--- src/rtl/xlat_pkg.sv ---
package xlat_pkg;

  typedef enum logic [1:0] {
    FLT_NONE    = 2'd0,
    FLT_NOSPACE = 2'd1,
    FLT_RANGE   = 2'd2,
    FLT_WALK    = 2'd3
  } fault_e;

  typedef enum logic [2:0] {
    ST_IDLE,
    ST_RTE,
    ST_STE,
    ST_PTE,
    ST_DONE
  } walk_e;

  typedef enum logic [1:0] {
    LVL_RGN = 2'd0,
    LVL_SEG = 2'd1,
    LVL_PG  = 2'd2
  } level_e;

  // strobes from control to datapath
  typedef struct packed {
    logic   capture;
    logic   advance;
    level_e level;
    logic   finMsi;
    logic   finFault;
    fault_e code;
    logic   qual;
    logic   finPage;
  } strobes_t;

  // conditions from datapath to control
  typedef struct packed {
    logic isMsi;
    logic noOrigin;
    logic outRange;
    logic entryTypeOk;
    logic entryZero;
  } status_t;

  localparam logic [1:0] PERM_NONE = 2'b00;
  localparam logic [1:0] PERM_RW   = 2'b11;

  localparam logic [1:0] RGN_TYPE_CODE = 2'b11;
  localparam logic [1:0] SEG_TYPE_CODE = 2'b10;
  localparam int TYPE_LSB       = 2;
  localparam int ORIGIN_FLAG_W  = 4;
  localparam int RGN_LOW_W      = 14;
  localparam int SEG_LOW_W      = 11;
  localparam int PTE_INVALID_BIT = 10;
  localparam int ENTRY_SHIFT    = 3;

endpackage

--- src/rtl/xlat_ctrl.sv ---
module xlat_ctrl
  import xlat_pkg::*;
(
  input  logic     clk,
  input  logic     rstN,
  input  logic     reqValid,
  input  logic     memRspValid,
  input  status_t  stat,
  output strobes_t strb,
  output logic     reqReady,
  output logic     rspValid,
  output logic     memRdValid
);

  walk_e stateQ, stateD;
  logic  pendQ;
  logic  rspTaken;

  assign rspTaken = pendQ && memRspValid;

  always_comb begin
    stateD     = stateQ;
    strb       = '0;
    strb.level = LVL_RGN;
    strb.code  = FLT_NONE;
    reqReady   = 1'b0;
    rspValid   = 1'b0;
    memRdValid = 1'b0;
    unique case (stateQ)
      ST_IDLE: begin
        reqReady = 1'b1;
        if (reqValid) begin
          strb.capture = 1'b1;
          if (stat.isMsi) begin
            strb.finMsi = 1'b1;
            stateD      = ST_DONE;
          end else if (stat.noOrigin) begin
            strb.finFault = 1'b1;
            strb.code     = FLT_NOSPACE;
            stateD        = ST_DONE;
          end else if (stat.outRange) begin
            strb.finFault = 1'b1;
            strb.code     = FLT_RANGE;
            stateD        = ST_DONE;
          end else begin
            stateD = ST_RTE;
          end
        end
      end
      ST_RTE, ST_STE: begin
        strb.level = (stateQ == ST_RTE) ? LVL_RGN : LVL_SEG;
        memRdValid = !pendQ;
        if (rspTaken) begin
          if (stat.entryTypeOk) begin
            strb.advance = 1'b1;
            stateD       = (stateQ == ST_RTE) ? ST_STE : ST_PTE;
          end else begin
            strb.finFault = 1'b1;
            strb.code     = FLT_WALK;
            strb.qual     = 1'b1;
            stateD        = ST_DONE;
          end
        end
      end
      ST_PTE: begin
        strb.level = LVL_PG;
        memRdValid = !pendQ;
        if (rspTaken) begin
          if (stat.entryZero) begin
            strb.finFault = 1'b1;
            strb.code     = FLT_WALK;
            strb.qual     = 1'b1;
          end else begin
            strb.finPage = 1'b1;
          end
          stateD = ST_DONE;
        end
      end
      ST_DONE: begin
        rspValid = 1'b1;
        stateD   = ST_IDLE;
      end
      default: stateD = ST_IDLE;
    endcase
  end

  always_ff @(posedge clk) begin
    if (!rstN) begin
      stateQ <= ST_IDLE;
      pendQ  <= 1'b0;
    end else begin
      stateQ <= stateD;
      if (memRdValid) pendQ <= 1'b1;
      else if (rspTaken) pendQ <= 1'b0;
    end
  end

endmodule

--- src/rtl/xlat_dpath.sv ---
module xlat_dpath
  import xlat_pkg::*;
#(
  parameter int ADDR_W     = 64,
  parameter int RGN_W      = 11,
  parameter int SEG_W      = 11,
  parameter int PG_W       = 8,
  parameter int PAGE_SHIFT = 12,
  parameter logic [ADDR_W-1:0] MSI_ADDR = 64'h0000_0000_FE00_0000
) (
  input  logic              clk,
  input  logic              rstN,
  input  strobes_t          strb,
  input  logic [ADDR_W-1:0] reqAddr,
  input  logic [ADDR_W-1:0] tblOrigin,
  input  logic [ADDR_W-1:0] winBase,
  input  logic [ADDR_W-1:0] winLimit,
  input  logic [ADDR_W-1:0] memRspData,
  output status_t           stat,
  output logic [ADDR_W-1:0] memRdAddr,
  output logic [ADDR_W-1:0] rspAddr,
  output logic [ADDR_W-1:0] rspMask,
  output logic [1:0]        rspPerm,
  output logic              rspMsi,
  output logic              rspFault,
  output logic [1:0]        faultCode,
  output logic              faultQual,
  output logic [ADDR_W-1:0] faultAddr,
  output logic              errorState,
  output logic              storeBlocked
);

  localparam int SEG_SHIFT = PAGE_SHIFT + PG_W;
  localparam int RGN_SHIFT = SEG_SHIFT + SEG_W;
  localparam logic [ADDR_W-1:0] ALL_ONES    = {ADDR_W{1'b1}};
  localparam logic [ADDR_W-1:0] PAGE_MASK   = ~(ALL_ONES << PAGE_SHIFT);
  localparam logic [ADDR_W-1:0] ORIGIN_KEEP = ALL_ONES << ORIGIN_FLAG_W;
  localparam logic [ADDR_W-1:0] RGN_KEEP    = ALL_ONES << RGN_LOW_W;
  localparam logic [ADDR_W-1:0] SEG_KEEP    = ALL_ONES << SEG_LOW_W;

  logic [ADDR_W-1:0] addrQ;
  logic [ADDR_W-1:0] ptrQ;
  logic [ADDR_W-1:0] lvlOff [3];
  logic [ADDR_W-1:0] curAddr;
  logic [1:0]        typeField;

  // per-level entry offset inside its table
  for (genvar g = 0; g < 3; g++) begin : gLvl
    localparam int LSB = (g == 0) ? RGN_SHIFT : (g == 1) ? SEG_SHIFT : PAGE_SHIFT;
    localparam int W   = (g == 0) ? RGN_W : (g == 1) ? SEG_W : PG_W;
    assign lvlOff[g] = ADDR_W'(addrQ[LSB +: W]) << ENTRY_SHIFT;
  end

  always_comb begin
    case (strb.level)
      LVL_RGN: memRdAddr = ptrQ + lvlOff[0];
      LVL_SEG: memRdAddr = ptrQ + lvlOff[1];
      default: memRdAddr = ptrQ + lvlOff[2];
    endcase
  end

  assign typeField = memRspData[TYPE_LSB +: 2];
  assign curAddr   = strb.capture ? reqAddr : addrQ;

  always_comb begin
    stat.isMsi    = (reqAddr == MSI_ADDR);
    stat.noOrigin = (tblOrigin == '0);
    stat.outRange = (reqAddr < winBase) || (reqAddr > winLimit);
    stat.entryZero = (memRspData == '0);
    case (strb.level)
      LVL_RGN: stat.entryTypeOk = (typeField == RGN_TYPE_CODE);
      LVL_SEG: stat.entryTypeOk = (typeField == SEG_TYPE_CODE);
      default: stat.entryTypeOk = 1'b1;
    endcase
  end

  // walk registers
  always_ff @(posedge clk) begin
    if (!rstN) begin
      addrQ <= '0;
      ptrQ  <= '0;
    end else if (strb.capture) begin
      addrQ <= reqAddr;
      ptrQ  <= tblOrigin & ORIGIN_KEEP;
    end else if (strb.advance) begin
      ptrQ <= (strb.level == LVL_RGN) ? (memRspData & RGN_KEEP)
                                      : (memRspData & SEG_KEEP);
    end
  end

  // result registers
  always_ff @(posedge clk) begin
    if (!rstN) begin
      rspAddr      <= '0;
      rspMask      <= '0;
      rspPerm      <= PERM_NONE;
      rspMsi       <= 1'b0;
      rspFault     <= 1'b0;
      faultCode    <= FLT_NONE;
      faultQual    <= 1'b0;
      faultAddr    <= '0;
      errorState   <= 1'b0;
      storeBlocked <= 1'b0;
    end else begin
      if (strb.finMsi) begin
        rspAddr   <= reqAddr;
        rspMask   <= PAGE_MASK;
        rspPerm   <= PERM_RW;
        rspMsi    <= 1'b1;
        rspFault  <= 1'b0;
        faultCode <= FLT_NONE;
        faultQual <= 1'b0;
      end else if (strb.finFault) begin
        rspAddr      <= '0;
        rspMask      <= ALL_ONES;
        rspPerm      <= PERM_NONE;
        rspMsi       <= 1'b0;
        rspFault     <= 1'b1;
        faultCode    <= strb.code;
        faultQual    <= strb.qual;
        faultAddr    <= curAddr;
        errorState   <= 1'b1;
        storeBlocked <= 1'b1;
      end else if (strb.finPage) begin
        rspAddr   <= memRspData & ~PAGE_MASK;
        rspMask   <= PAGE_MASK;
        rspPerm   <= memRspData[PTE_INVALID_BIT] ? PERM_NONE : PERM_RW;
        rspMsi    <= 1'b0;
        rspFault  <= 1'b0;
        faultCode <= FLT_NONE;
        faultQual <= 1'b0;
      end
    end
  end

endmodule

--- src/rtl/dma_xlat_walker.sv ---
module dma_xlat_walker
  import xlat_pkg::*;
#(
  parameter int ADDR_W     = 64,
  parameter int RGN_W      = 11,
  parameter int SEG_W      = 11,
  parameter int PG_W       = 8,
  parameter int PAGE_SHIFT = 12,
  parameter logic [ADDR_W-1:0] MSI_ADDR = 64'h0000_0000_FE00_0000
) (
  input  logic              clk,
  input  logic              rstN,
  input  logic              reqValid,
  output logic              reqReady,
  input  logic [ADDR_W-1:0] reqAddr,
  input  logic [ADDR_W-1:0] tblOrigin,
  input  logic [ADDR_W-1:0] winBase,
  input  logic [ADDR_W-1:0] winLimit,
  output logic              memRdValid,
  output logic [ADDR_W-1:0] memRdAddr,
  input  logic              memRspValid,
  input  logic [ADDR_W-1:0] memRspData,
  output logic              rspValid,
  output logic [ADDR_W-1:0] rspAddr,
  output logic [ADDR_W-1:0] rspMask,
  output logic [1:0]        rspPerm,
  output logic              rspMsi,
  output logic              rspFault,
  output logic [1:0]        faultCode,
  output logic              faultQual,
  output logic [ADDR_W-1:0] faultAddr,
  output logic              errorState,
  output logic              storeBlocked
);

  strobes_t strb;
  status_t  stat;

  xlat_ctrl u_ctrl (
    .clk        (clk),
    .rstN       (rstN),
    .reqValid   (reqValid),
    .memRspValid(memRspValid),
    .stat       (stat),
    .strb       (strb),
    .reqReady   (reqReady),
    .rspValid   (rspValid),
    .memRdValid (memRdValid)
  );

  xlat_dpath #(
    .ADDR_W    (ADDR_W),
    .RGN_W     (RGN_W),
    .SEG_W     (SEG_W),
    .PG_W      (PG_W),
    .PAGE_SHIFT(PAGE_SHIFT),
    .MSI_ADDR  (MSI_ADDR)
  ) u_dpath (
    .clk         (clk),
    .rstN        (rstN),
    .strb        (strb),
    .reqAddr     (reqAddr),
    .tblOrigin   (tblOrigin),
    .winBase     (winBase),
    .winLimit    (winLimit),
    .memRspData  (memRspData),
    .stat        (stat),
    .memRdAddr   (memRdAddr),
    .rspAddr     (rspAddr),
    .rspMask     (rspMask),
    .rspPerm     (rspPerm),
    .rspMsi      (rspMsi),
    .rspFault    (rspFault),
    .faultCode   (faultCode),
    .faultQual   (faultQual),
    .faultAddr   (faultAddr),
    .errorState  (errorState),
    .storeBlocked(storeBlocked)
  );

endmodule

--- config.mk ---
export PLATFORM = sky130hd
export DESIGN_NAME = dma_xlat_walker
export DESIGN_NICKNAME = d
export VERILOG_FILES = /design/src/rtl/xlat_pkg.sv /design/src/rtl/xlat_ctrl.sv /design/src/rtl/xlat_dpath.sv /design/src/rtl/dma_xlat_walker.sv
export SDC_FILE = /design/constraint.sdc
export NUM_CORES = 1
export LEC_CHECK = 0
export BUFFER_PORTS_ARGS = -buffer_cell sky130_fd_sc_hd__buf_2
export CORE_AREA = 3 3 229 231
export CTS_CLUSTER_DIAMETER = 150
export DETAILED_ROUTE_END_ITERATION = 6
export DIE_AREA = 0 0 232 234
export PLACE_DENSITY = 0.66
export SYNTH_ARGS = -nofsm -noshare
export SYNTH_HDL_FRONTEND = slang
export SYNTH_SLANG_ARGS = --single-unit
--- constraint.sdc ---
create_clock -name clk -period 4.7 [get_ports clk]
set_clock_uncertainty 0.1 [all_clocks]
set_input_delay 0.235 -clock clk [delete_from_list [all_inputs] [get_ports clk]]
set_output_delay 0.235 -clock clk [all_outputs]
set_load 0.01 [all_outputs]
==> impl_results.md, run 1 <==
- Outcome: complete, no violations
- Placer Congestion: 0.926
- Via count: 17100
- Crit. End Element: output pin
- Most frequent cells in the layout: buf_2 (588), nand2_1 (314), dfxtp_1 (261), dlygate4sd3_1 (200), inv_1 (157)
- Syn Std Cell Area: 16100 sq um
- Synthesis-to-layout area growth: 38.3%
- Final worst slack: 0.388 ns
- Max Cap Viol: 0
- Slew of the pin with the lowest slew margin: 0.860 ns
- Period Utilization, post-route: 91.7%
- Min cycle time layout: 4.31 ns
- Share of cells above drive strength 1: 28.2%
- Core area: 50300 sq um
- CTS Root Cell: clkbuf_16
- CP max FO: 11
- GRT Util Overall: 24.2%
- Row count: 82
- Final WL: 69300 um
- Unrepaired setup endpoints after global routing: no
- Yosys cell types: 63
- Synthesized area per cell: 8.27 sq um
- Top_reg_cell synth: dfxtp_1
- Leakage: 10.5 nW
- DRC: 0
- CTS H-tree depth: 1
- WP data required: 4.37 ns
- Synth async-reset ratio: 0%
- First-pass GRT wire length: 101000 um
- Max Buffers Root-to-Sink: 3
- Slew Limit Headroom: 42.6%
- Setup WS pre-CTS: 0.557 ns
- Buffers on Ports: 588
- Commonest non-fill, non-tap cell in the layout: buf_2
- Critical path type: register to output pin
- Final ANT Viol Nets: 0
- DR WL/cell: 20.9 um
- TritonRoute pass-1 iters: 6
- Die ar.: 54300 sq um
- Initial DRC Count: 1180
- Clk Latency, worst-skew pair: 0.57 ns
- Routed vias/inst: 5.16
- Seq/Total Area, Yosys: 32.9%
- Number of global-route vias before repair: 16700
- Post-synth EDFFs: 0
- Fmax: 232 MHz
- Initial Utilization: 32.0%
- Crit path arrival time: 3.98 ns
- CP startpoint kind: register
- Maximum VDD drop: 0.000229 V
- CTS tree: done
- Width of the chip: 232 um
- Die Ht: 234 um
- I/O pin cnt: 592
- CTS Sinks: 264
- Yosys reg bits: 264
- Yosys warns: 0
- Overflow after GRT: 0
- Power per cell area: 308 nW/um^2
- DP HPWL: 54000 um
- CTS clk-pin slew, worst paths: 0.06 ns
- Layout Utilization: 44.2%
- Setup TNS: 0 ns
- Mapped Cells: 1943
- Hold Vio Cnt, Final: 0
- Setup violators final: 0
- Nets: 3083
- Num CTS Buffers: 30
- Layout fillers: 4981
- Largest net degree at the start of global routing: 86
- Worst Hold Class: primary input to register
- Pins Over Slew Limit: 0
- Initial antenna violation count: 10
[repair_timing]
| action | 4_1_cts | 5_1_grt |
|---|---|---|
| hold buffers | 200 | 0 |
| setup endpoints to repair | 12 | 29 |
| gates cloned | 0 | 0 |
| gates resized for setup | 1 | 4 |
| buffers inserted | 0 | 3 |
| hold endpoints to repair | 177 | 0 |
[worst max-delay path, stage by stage (launching register included)]
cell,delay [ns]
dfxtp_2,0.45
nor2b_1,0.68
nand3b_1,0.13
nand2_1,0.14
ha_1,0.29
and3_1,0.21
a311o_1,0.44
a21o_1,0.37
nand4_1,0.30
nor2_1,0.08
xor2_1,0.16
buf_2,0.16
[Yosys cell counts (4+ instances only)]
| cell | count | area share [%] |
|---|---|---|
| nor4_1 | 67 | 2.6 |
| clkbuf_1 | 83 | 1.9 |
| o211ai_1 | 4 | 0.19 |
| buf_1 | 5 | 0.12 |
| nand3_1 | 42 | 1.3 |
| o21ai_0 | 29 | 0.90 |
| a21oi_1 | 132 | 4.1 |
| mux2_2 | 15 | 1.1 |
| nor3_1 | 57 | 1.8 |
| o31ai_1 | 9 | 0.42 |
| ha_1 | 137 | 11 |
| nand2b_1 | 7 | 0.27 |
| a221oi_1 | 5 | 0.27 |
| dfxtp_1 | 264 | 33 |
| and3_1 | 7 | 0.27 |
| buf_12 | 6 | 0.75 |
| nor2b_1 | 5 | 0.19 |
| nor2_1 | 87 | 2.0 |
| buf_2 | 6 | 0.19 |
| and2_1 | 71 | 2.8 |
| buf_4 | 68 | 3.2 |
| mux2_4 | 49 | 4.6 |
| nand4_1 | 53 | 2.1 |
| o22ai_1 | 5 | 0.19 |
| nand3b_1 | 4 | 0.19 |
| o21a_1 | 4 | 0.19 |
| or4_1 | 4 | 0.19 |
| xor2_1 | 10 | 0.54 |
| and4_1 | 11 | 0.60 |
| a21o_1 | 21 | 0.98 |
| mux2i_1 | 60 | 3.7 |
| a311oi_1 | 53 | 2.9 |
| inv_1 | 157 | 3.7 |
| nand2_1 | 315 | 7.4 |
| xnor2_1 | 49 | 2.7 |
[path summary, 6_finish.rpt]
| kind | slack (ns) | cells after the start | to | startpoint |
|---|---|---|---|---|
| worst min-delay path | 0.04 | 4 | u_ctrl.stateQ[2] | reqValid |
| worst max-delay path | 0.39 | 11 | memRdAddr[57] | u_ctrl.stateQ[1] |
| worst min register to register | 0.33 | 2 | u_dpath.rspAddr[5] | u_dpath.rspAddr[5] |
| worst max register to register | 1.34 | 8 | u_dpath.ptrQ[37] | u_ctrl.stateQ[0] |
[logic make-up after synthesis]
group / count (synthesis) / share of synthesized area, %
other cells: 1 / 0.0233
mux: 124 / 9.36
flops: 264 / 32.9
compound gates: 287 / 11.5
simple gates: 744 / 22.3
fa+ha+maj: 138 / 10.8
xor+xnor: 59 / 3.21
buf+inv: 326 / 9.86
[flip-flops by register name, summed over array words and instances (netlist names)]
| signal | flops |
|---|---|
| u_dpath.faultQual | 1 |
| u_dpath.addrQ | 64 |
| u_ctrl.pendQ | 1 |
| u_dpath.rspAddr | 64 |
| u_dpath.errorState | 1 |
| u_dpath.rspPerm | 1 |
| u_dpath.faultAddr | 64 |
| u_ctrl.stateQ | 3 |
| u_dpath.faultCode | 2 |
| u_dpath.rspMask | 2 |
| u_dpath.ptrQ | 60 |
| u_dpath.rspMsi | 1 |
[layer usage]
| layer | global-route usage (%) | wire [um] | vias to the layer above |
|---|---|---|---|
| li1 | - | - | 8074 |
| met1 | 28.1 | 26800 | 8070 |
| met2 | 42.6 | 33400 | 824 |
| met3 | 5.58 | 5840 | 170 |
| met4 | 10.6 | 3250 | 2 |
| met5 | 0 | 13 | - |
[stage by stage]
stage          std cells  hold WS, ns  power [mW]  area, sq um
3_5_place_dp        3058        0.321        4.17        19100
5_1_grt             3320       0.0650        7.16        22200
2_1_floorplan       1945        0.271        3.57        16100
4_1_cts             3311       0.0166        6.88        22200
6_report            3321       0.0418        6.85        22200
3_3_place_gp        3058        0.318        4.15        19100
[power breakdown]
group          internal (mW)  total (mW)  leakage, nW  switching [mW]
Sequential              2.40        2.57         2.16           0.164
Clock                   1.56        2.53        0.522           0.970
Combinational          0.779        1.74         7.86           0.965
[cell type report]
| type | instances | area (sq um) | share of cell area (%) |
|---|---|---|---|
| Antenna cell | 7 | 17.5 | 0.0788 |
| Clock buffer | 42 | 877 | 3.94 |
| Clock inverter | 11 | 186 | 0.838 |
| Inverter | 158 | 596 | 2.68 |
| Multi-Input combinational cell | 1355 | 9250 | 41.6 |
| Sequential cell | 264 | 5290 | 23.8 |
| Tap cell | 672 | 841 | 3.78 |
| Timing Repair Buffer | 812 | 5170 | 23.3 |
Power figures use the tool's default switching activity.
==> inputs of run 2 (changes only) <==
--- a/config.mk
+++ b/config.mk
@@ -5,12 +5,12 @@
 export SDC_FILE = /design/constraint.sdc
 export NUM_CORES = 1
 export LEC_CHECK = 0
-export BUFFER_PORTS_ARGS = -buffer_cell sky130_fd_sc_hd__buf_2
-export CORE_AREA = 3 3 229 231
+export CORE_AREA = 5 5 230 232
 export CTS_CLUSTER_DIAMETER = 150
 export DETAILED_ROUTE_END_ITERATION = 6
-export DIE_AREA = 0 0 232 234
-export PLACE_DENSITY = 0.66
+export DIE_AREA = 0 0 235 237
+export DONT_BUFFER_PORTS = 1
+export PLACE_DENSITY = 0.57
 export SYNTH_ARGS = -nofsm -noshare
 export SYNTH_HDL_FRONTEND = slang
 export SYNTH_SLANG_ARGS = --single-unit
==> run 2 against run 1 <==
Effect of this change:
- first-iteration DRC count fell by 8.8%
- sequential power rose by 2%
- routed wire length fell by 2.0%
- sequential share of layout area rose by 3.6 points
- combinational power fell by 23%
- via count fell by 13%
- power fell by 4.2%
- die area rose by 2.6%
- largest power group unchanged
- highest routed layer unchanged
==> impl_results.md, run 2 (synthesis gave the netlist of run 1 again) <==
- Post-CTS setup buffers: 0 (unchanged)
- Num CTS Buffers: 31 (+3.3%)
- CTS clk-pin slew, worst paths: 0.06 ns (about the same)
- Multi-input gate area: 9260 sq um (about the same)
- Hold Vio Cnt, Final: 0 (unchanged)
- WP data required: 4.37 ns (about the same)
- CP max FO: 11 (unchanged)
- Reg-to-reg startpoint: u_ctrl.stateQ[1]
- Initial Utilization: 31.7% (-0.32 points)
- Unrepaired setup endpoints after global routing: no
- Core area: 50800 sq um (+1.0%)
- Initial antenna violation count: 3 (-7)
- Worst Hold Class: primary input to register
- DR WL/cell: 24.8 um (+19%)
- Final ANT Viol Nets: 0 (unchanged)
- Number of global-route vias before repair: 14900 (-11%)
- Maximum VDD drop: 0.000281 V (+23%)
- Slew of the pin with the lowest slew margin: 1.08 ns (+0.221 ns)
- GRT Util Overall: 22.9% (-1.3 points)
- DRC: 0 (unchanged)
- Placer Congestion: 0.946 (+2.2%)
- Period Utilization, post-route: 93.4% (+1.6 points)
- Share of cells above drive strength 1: 8.24% (-20 points)
- Hold path start: memRspValid
- Die Ht: 237 um (+1.3%)
- CP startpoint kind: register
- Register area: 5290 sq um (about the same)
- Setup TNS: 0 ns (unchanged)
- Worst hold margin: 0.0484 ns (+0.00655 ns)
- DP HPWL: 50600 um (-6.1%)
- Setup WS pre-CTS: 0.511 ns (-0.0459 ns)
- Layout fillers: 5121 (+2.8%)
- CTS Root Cell: clkbuf_16
- CTS Sinks: 264 (unchanged)
- Final instance area: 19300 sq um (-13%)
- Layout Utilization: 38.0% (-6.2 points)
- Setup violators final: 0 (unchanged)
- CTS tree: done
- Max Cap Viol: 0 (unchanged)
- Via count: 14900 (-13%)
- First-pass GRT wire length: 99000 um (-2.0%)
- Die ar.: 55700 sq um (+2.6%)
- Largest net degree at the start of global routing: 178 (+110%)
- Most frequent cells in the layout: nand2_1 (314), dfxtp_1 (261), dlygate4sd3_1 (187), inv_1 (157), ha_1 (137)
- Max Buffers Root-to-Sink: 3 (unchanged)
- Crit path arrival time: 4.05 ns (+0.07 ns)
- Critical path type: register to output pin
- Max stage delay on crit path: 0.74 ns (+0.06 ns)
- Fmax: 228 MHz (-1.8%)
- Clk Latency, worst-skew pair: 0.58 ns (about the same)
- Outcome: complete, no violations
- Leakage: 7.95 nW (-25%)
- Width of the chip: 235 um (+1.3%)
- TritonRoute pass-1 iters: 7 (+1)
- Largest registers: u_dpath.addrQ x64, u_dpath.faultAddr x64, u_dpath.rspAddr x64
- Synthesis-to-layout area growth: 20.2%
- Overflow after GRT: 0 (unchanged)
- Placed Area: 16300 sq um (-15%)
- Routed vias/inst: 5.45 (+5.6%)
- Final worst slack: 0.311 ns (-0.0769 ns)
- Pins Over Slew Limit: 0 (unchanged)
- Crit. End Element: output pin
- Slew Limit Headroom: 27.3% (-15 points)
- Worst setup path startpoint: u_ctrl.stateQ[1]
- Commonest non-fill, non-tap cell in the layout: nand2_1
- Initial DRC Count: 1076 (-8.8%)
- Buffers on Ports: 0 (-100%)
- CTS H-tree depth: 1 (unchanged)
- Power per cell area: 340 nW/um^2 (+10%)
- Min cycle time layout: 4.39 ns (+0.0769 ns)
- Final WL: 67900 um (-2.0%)
- Slowest stage cell, crit path: nor2b_1
- CP Cell Sequence: nor2b_1, nand3b_1, nand2_1, ha_1, and3_1, a311o_1, a21o_1, nand4_1, nor2_1, xor2_1
- I/O pin cnt: 592 (unchanged)
- Row count: 83 (+1.2%)
- Nets: 2492 (-19%)
==> run 2: cell types whose count changed in the layout (fill, tap and decap cells not counted), sizes merged <==
cell and change:
clkbuf +1, clkinvlp +1, dlygate4sd3 -13, diode -3, inv +1, buf -579
clkinv -3
==> run 2: repair_timing <==
item                                    in CTS  in global routing
endpoints found under the setup margin       1                 32
hold endpoints to repair                   251                  0
gates resized for setup                      1                  5
hold buffers                               188                  0
pin swaps                                    0                  0
==> run 2: worst paths after layout <==
path                            depth (start not counted)                 end  slack, ns
worst min register to register                          2    u_dpath.addrQ[6]       0.35
worst min-delay path                                    3    u_ctrl.stateQ[1]       0.05
worst max register to register                          7  u_dpath.errorState       1.30
worst max-delay path                                   10       memRdAddr[57]       0.31
==> run 2: worst max-delay path: cells and delay by family (launching register included) <==
kind | cells | cell delay [ns]
simple gates | 6 | 1.76
compound gates | 2 | 0.77
flops | 1 | 0.43
xor+xnor | 1 | 0.30
fa+ha+maj | 1 | 0.23
==> run 2: metrics by stage <==
step / power, mW / std cells
CTS: 6.63 / 2730
finish: 6.56 / 2734
detailed placement: 3.79 / 2489
global route: 6.86 / 2733
global placement: 3.76 / 2489
floorplan: 3.57 / 1945
==> run 2: report_power, final <==
group	switching [mW]	internal, mW
Sequential	0.204	2.40
Clock	1.00	1.61
Combinational	0.768	0.572
Total	1.98	4.59
==> run 2: cell type report <==
type	count	area share, %
Antenna cell	4	0.0518
Clock buffer	43	4.71
Clock inverter	10	0.952
Inverter	158	3.08
Multi-Input combinational cell	1355	47.9
Sequential cell	264	27.4
Tap cell	680	4.40
Timing Repair Buffer	220	11.5
==> run 2: routing by layer <==
metal  GRT usage (%)  vias to the layer above  share of wire, %
met5               0                        -             0.019
met4            9.82                        2               4.7
met3            7.28                      177               9.7
met2            39.6                      757                48
met1            26.2                     7076                38
li1                -                     6882                 -
==> inputs of run 3 (changes only) <==
--- a/config.mk
+++ b/config.mk
@@ -10,6 +10,7 @@
 export DETAILED_ROUTE_END_ITERATION = 6
 export DIE_AREA = 0 0 235 237
 export DONT_BUFFER_PORTS = 1
+export HOLD_SLACK_MARGIN = 0.05
 export PLACE_DENSITY = 0.57
 export SYNTH_ARGS = -nofsm -noshare
 export SYNTH_HDL_FRONTEND = slang
==> run 3 against run 2 <==
Effect of this change:
- sequential power hardly changed
- power about the same
- clock power hardly changed
- routed wire length about the same
- sequential share of layout area is essentially flat
- global-route usage about the same
- core utilization barely moved
- fmax is 0.29% lower
- clock-buffer cell count did not move
- worst hold slack improved by 0.089 ns
- worst setup slack worse by 0.013 ns
- largest power group unchanged
==> impl_results.md, run 3 (synthesis gave the netlist of run 1 again) <==
- Outcome: complete, no violations
- First-pass GRT wire length: 99000 um (about the same)
- Slowest stage cell, crit path: dfxtp_2
- Fmax: 227 MHz (-0.29%)
- Die ar.: 55700 sq um (unchanged)
- Post-CTS setup buffers: 0 (unchanged)
- Synthesis-to-layout area growth: 20.3% (about the same)
- Maximum VDD drop: 0.000281 V (-0.18%)
- Unrepaired setup endpoints after global routing: no
- Pins Over Slew Limit: 0 (unchanged)
- CTS Root Cell: clkbuf_16
- Min cycle time layout: 4.40 ns (+0.0126 ns)
- Number of global-route vias before repair: 14900 (+0.054%)
- DRC: 0 (unchanged)
- CP Cell Sequence: buf_4, mux2i_1, o21ai_0, ha_1, inv_1, o21ai_0, a311o_1, a21o_1, nand4_1, nor2_1, xor2_1
- Via count: 15000 (+0.78%)
- Nets: 2493 (+0.040%)
- Most frequent cells in the layout: nand2_1 (314), dfxtp_1 (261), dlygate4sd3_1 (188), inv_1 (157), ha_1 (137)
- Setup TNS: 0 ns (unchanged)
- CTS tree: done
- Final worst slack: 0.299 ns (-0.0126 ns)
- CTS H-tree depth: 1 (unchanged)
- Routed vias/inst: 5.49 (+0.74%)
- Power per cell area: 339 nW/um^2 (about the same)
- Final WL: 67900 um (about the same)
- I/O pin cnt: 592 (unchanged)
- Initial DRC Count: 1131 (+5.1%)
- Initial antenna violation count: 4 (+1)
- Post-Layout Cell Count: 2735 (+0.037%)
- Max Buffers Root-to-Sink: 3 (unchanged)
- CTS Sinks: 264 (unchanged)
- Clk Latency, worst-skew pair: 0.58 ns (about the same)
- TritonRoute pass-1 iters: 5 (-2)
- WP data required: 4.37 ns (about the same)
- Critical path type: register to output pin
- Placed instance count: 2489 (unchanged)
- Core area: 50800 sq um (unchanged)
- Slew of the pin with the lowest slew margin: 1.08 ns (-0.00669 ns)
- Buffers on Ports: 0 (unchanged)
- GRT Util Overall: 22.9% (-0.027 points)
- Leakage: 7.96 nW (about the same)
- CP max FO: 14 (+3)
- Slew Limit Headroom: 27.8% (+0.45 points)
- Commonest non-fill, non-tap cell in the layout: nand2_1
- Setup WS pre-CTS: 0.511 ns (unchanged)
- Share of cells above drive strength 1: 8.24% (about the same)
- CP startpoint kind: register
- Crit path buffers/inverters: 2 (+2)
- Period Utilization, post-route: 93.6% (+0.27 points)
- Most used cell along the critical path: o21ai_0
- Initial Utilization: 31.7% (unchanged)
- CTS clk-pin slew, worst paths: 0.06 ns (about the same)
- Overflow after GRT: 0 (unchanged)
- Die Ht: 237 um (unchanged)
- Largest registers: u_dpath.addrQ x64, u_dpath.faultAddr x64, u_dpath.rspAddr x64
- Width of the chip: 235 um (unchanged)
- Hold Vio Cnt, Final: 0 (unchanged)
- Row count: 83 (unchanged)
- DR WL/cell: 24.8 um (about the same)
- Max Cap Viol: 0 (unchanged)
- Crit. End Element: output pin
- Max stage delay on crit path: 0.50 ns (-0.24 ns)
- Crit path arrival time: 4.07 ns (+0.02 ns)
- CP delay by family, top: compound AO/OA/AOI/OAI gates
- Final ANT Viol Nets: 0 (unchanged)
- Largest net degree at the start of global routing: 178 (unchanged)
- DP HPWL: 50600 um (unchanged)
- Num CTS Buffers: 31 (unchanged)
- Setup violators final: 0 (unchanged)
- Worst Hold Class: primary input to register
- Placer Congestion: 0.946 (unchanged)
==> run 3: cell count changes in the layout (fill, tap and decap cells not counted), sizes merged <==
cell         previous run  this run
dlygate4sd3           187       188
==> run 3: worst register-to-register path, stage by stage, from the launching register on <==
cell and delay, ns:
dfxtp_2 0.43, nor2b_1 0.74, a31oi_1 0.31, or2_2 0.41
nand3_2 0.33, buf_12 0.32, o21a_1 0.17, dlygate4sd3_1 0.53
==> run 3: per-stage QoR <==
stage | utilization (%) | hold WS, ns | cell area [sq um] | power (mW)
2_1_floorplan | - | 0.271 | 16100 | 3.57
6_report | 38.1 | 0.137 | 19300 | 6.56
5_1_grt | 38.1 | 0.162 | 19300 | 6.86
3_5_place_dp | 32.1 | 0.285 | 16300 | 3.79
3_3_place_gp | 32.1 | 0.278 | 16300 | 3.76
4_1_cts | 38.0 | 0.106 | 19300 | 6.63
==> run 3: what timing repair did <==
action | 4_1_cts | 5_1_grt
endpoints found under the hold margin | 261 | 0
setup endpoints to repair | 1 | 32
hold buffers | 189 | 0
gates resized for setup | 1 | 5
==> run 3: layout make-up <==
cell class / count / area (sq um)
well taps: 680 / 851
diodes: 4 / 10.0
clock inverters: 10 / 184
fillers: 5120 / 31500
clock buffers: 43 / 911
repair buffers: 221 / 2230
flip-flops and latches: 264 / 5290
inverters: 158 / 596
multi-input cells: 1355 / 9260
==> run 3: layer usage <==
metal  GRT usage, %  up-vias  share of wire, %
li1               -     6896                 -
met1           26.2     7160                37
met2           39.6      778                48
met3           7.28      172                10
met4           9.82        4               4.6
met5              0        -             0.040
==> run 3: worst paths after layout <==
| path | slack (ns) | from | to | cells after the start |
|---|---|---|---|---|
| setup / recovery | 0.30 | u_ctrl.stateQ[0] | memRdAddr[57] | 11 |
| hold reg to reg | 0.35 | u_dpath.addrQ[6] | u_dpath.addrQ[6] | 2 |
| setup reg to reg | 1.32 | u_ctrl.stateQ[1] | u_dpath.errorState | 7 |
| hold / removal | 0.14 | reqValid | u_dpath.faultCode[0] | 5 |
==> run 3: power by group <==
part	total [mW]	switching [mW]	internal [mW]
Clock	2.61	1.00	1.61
Sequential	2.61	0.205	2.40
Combinational	1.34	0.767	0.573
Total	6.56	1.98	4.59
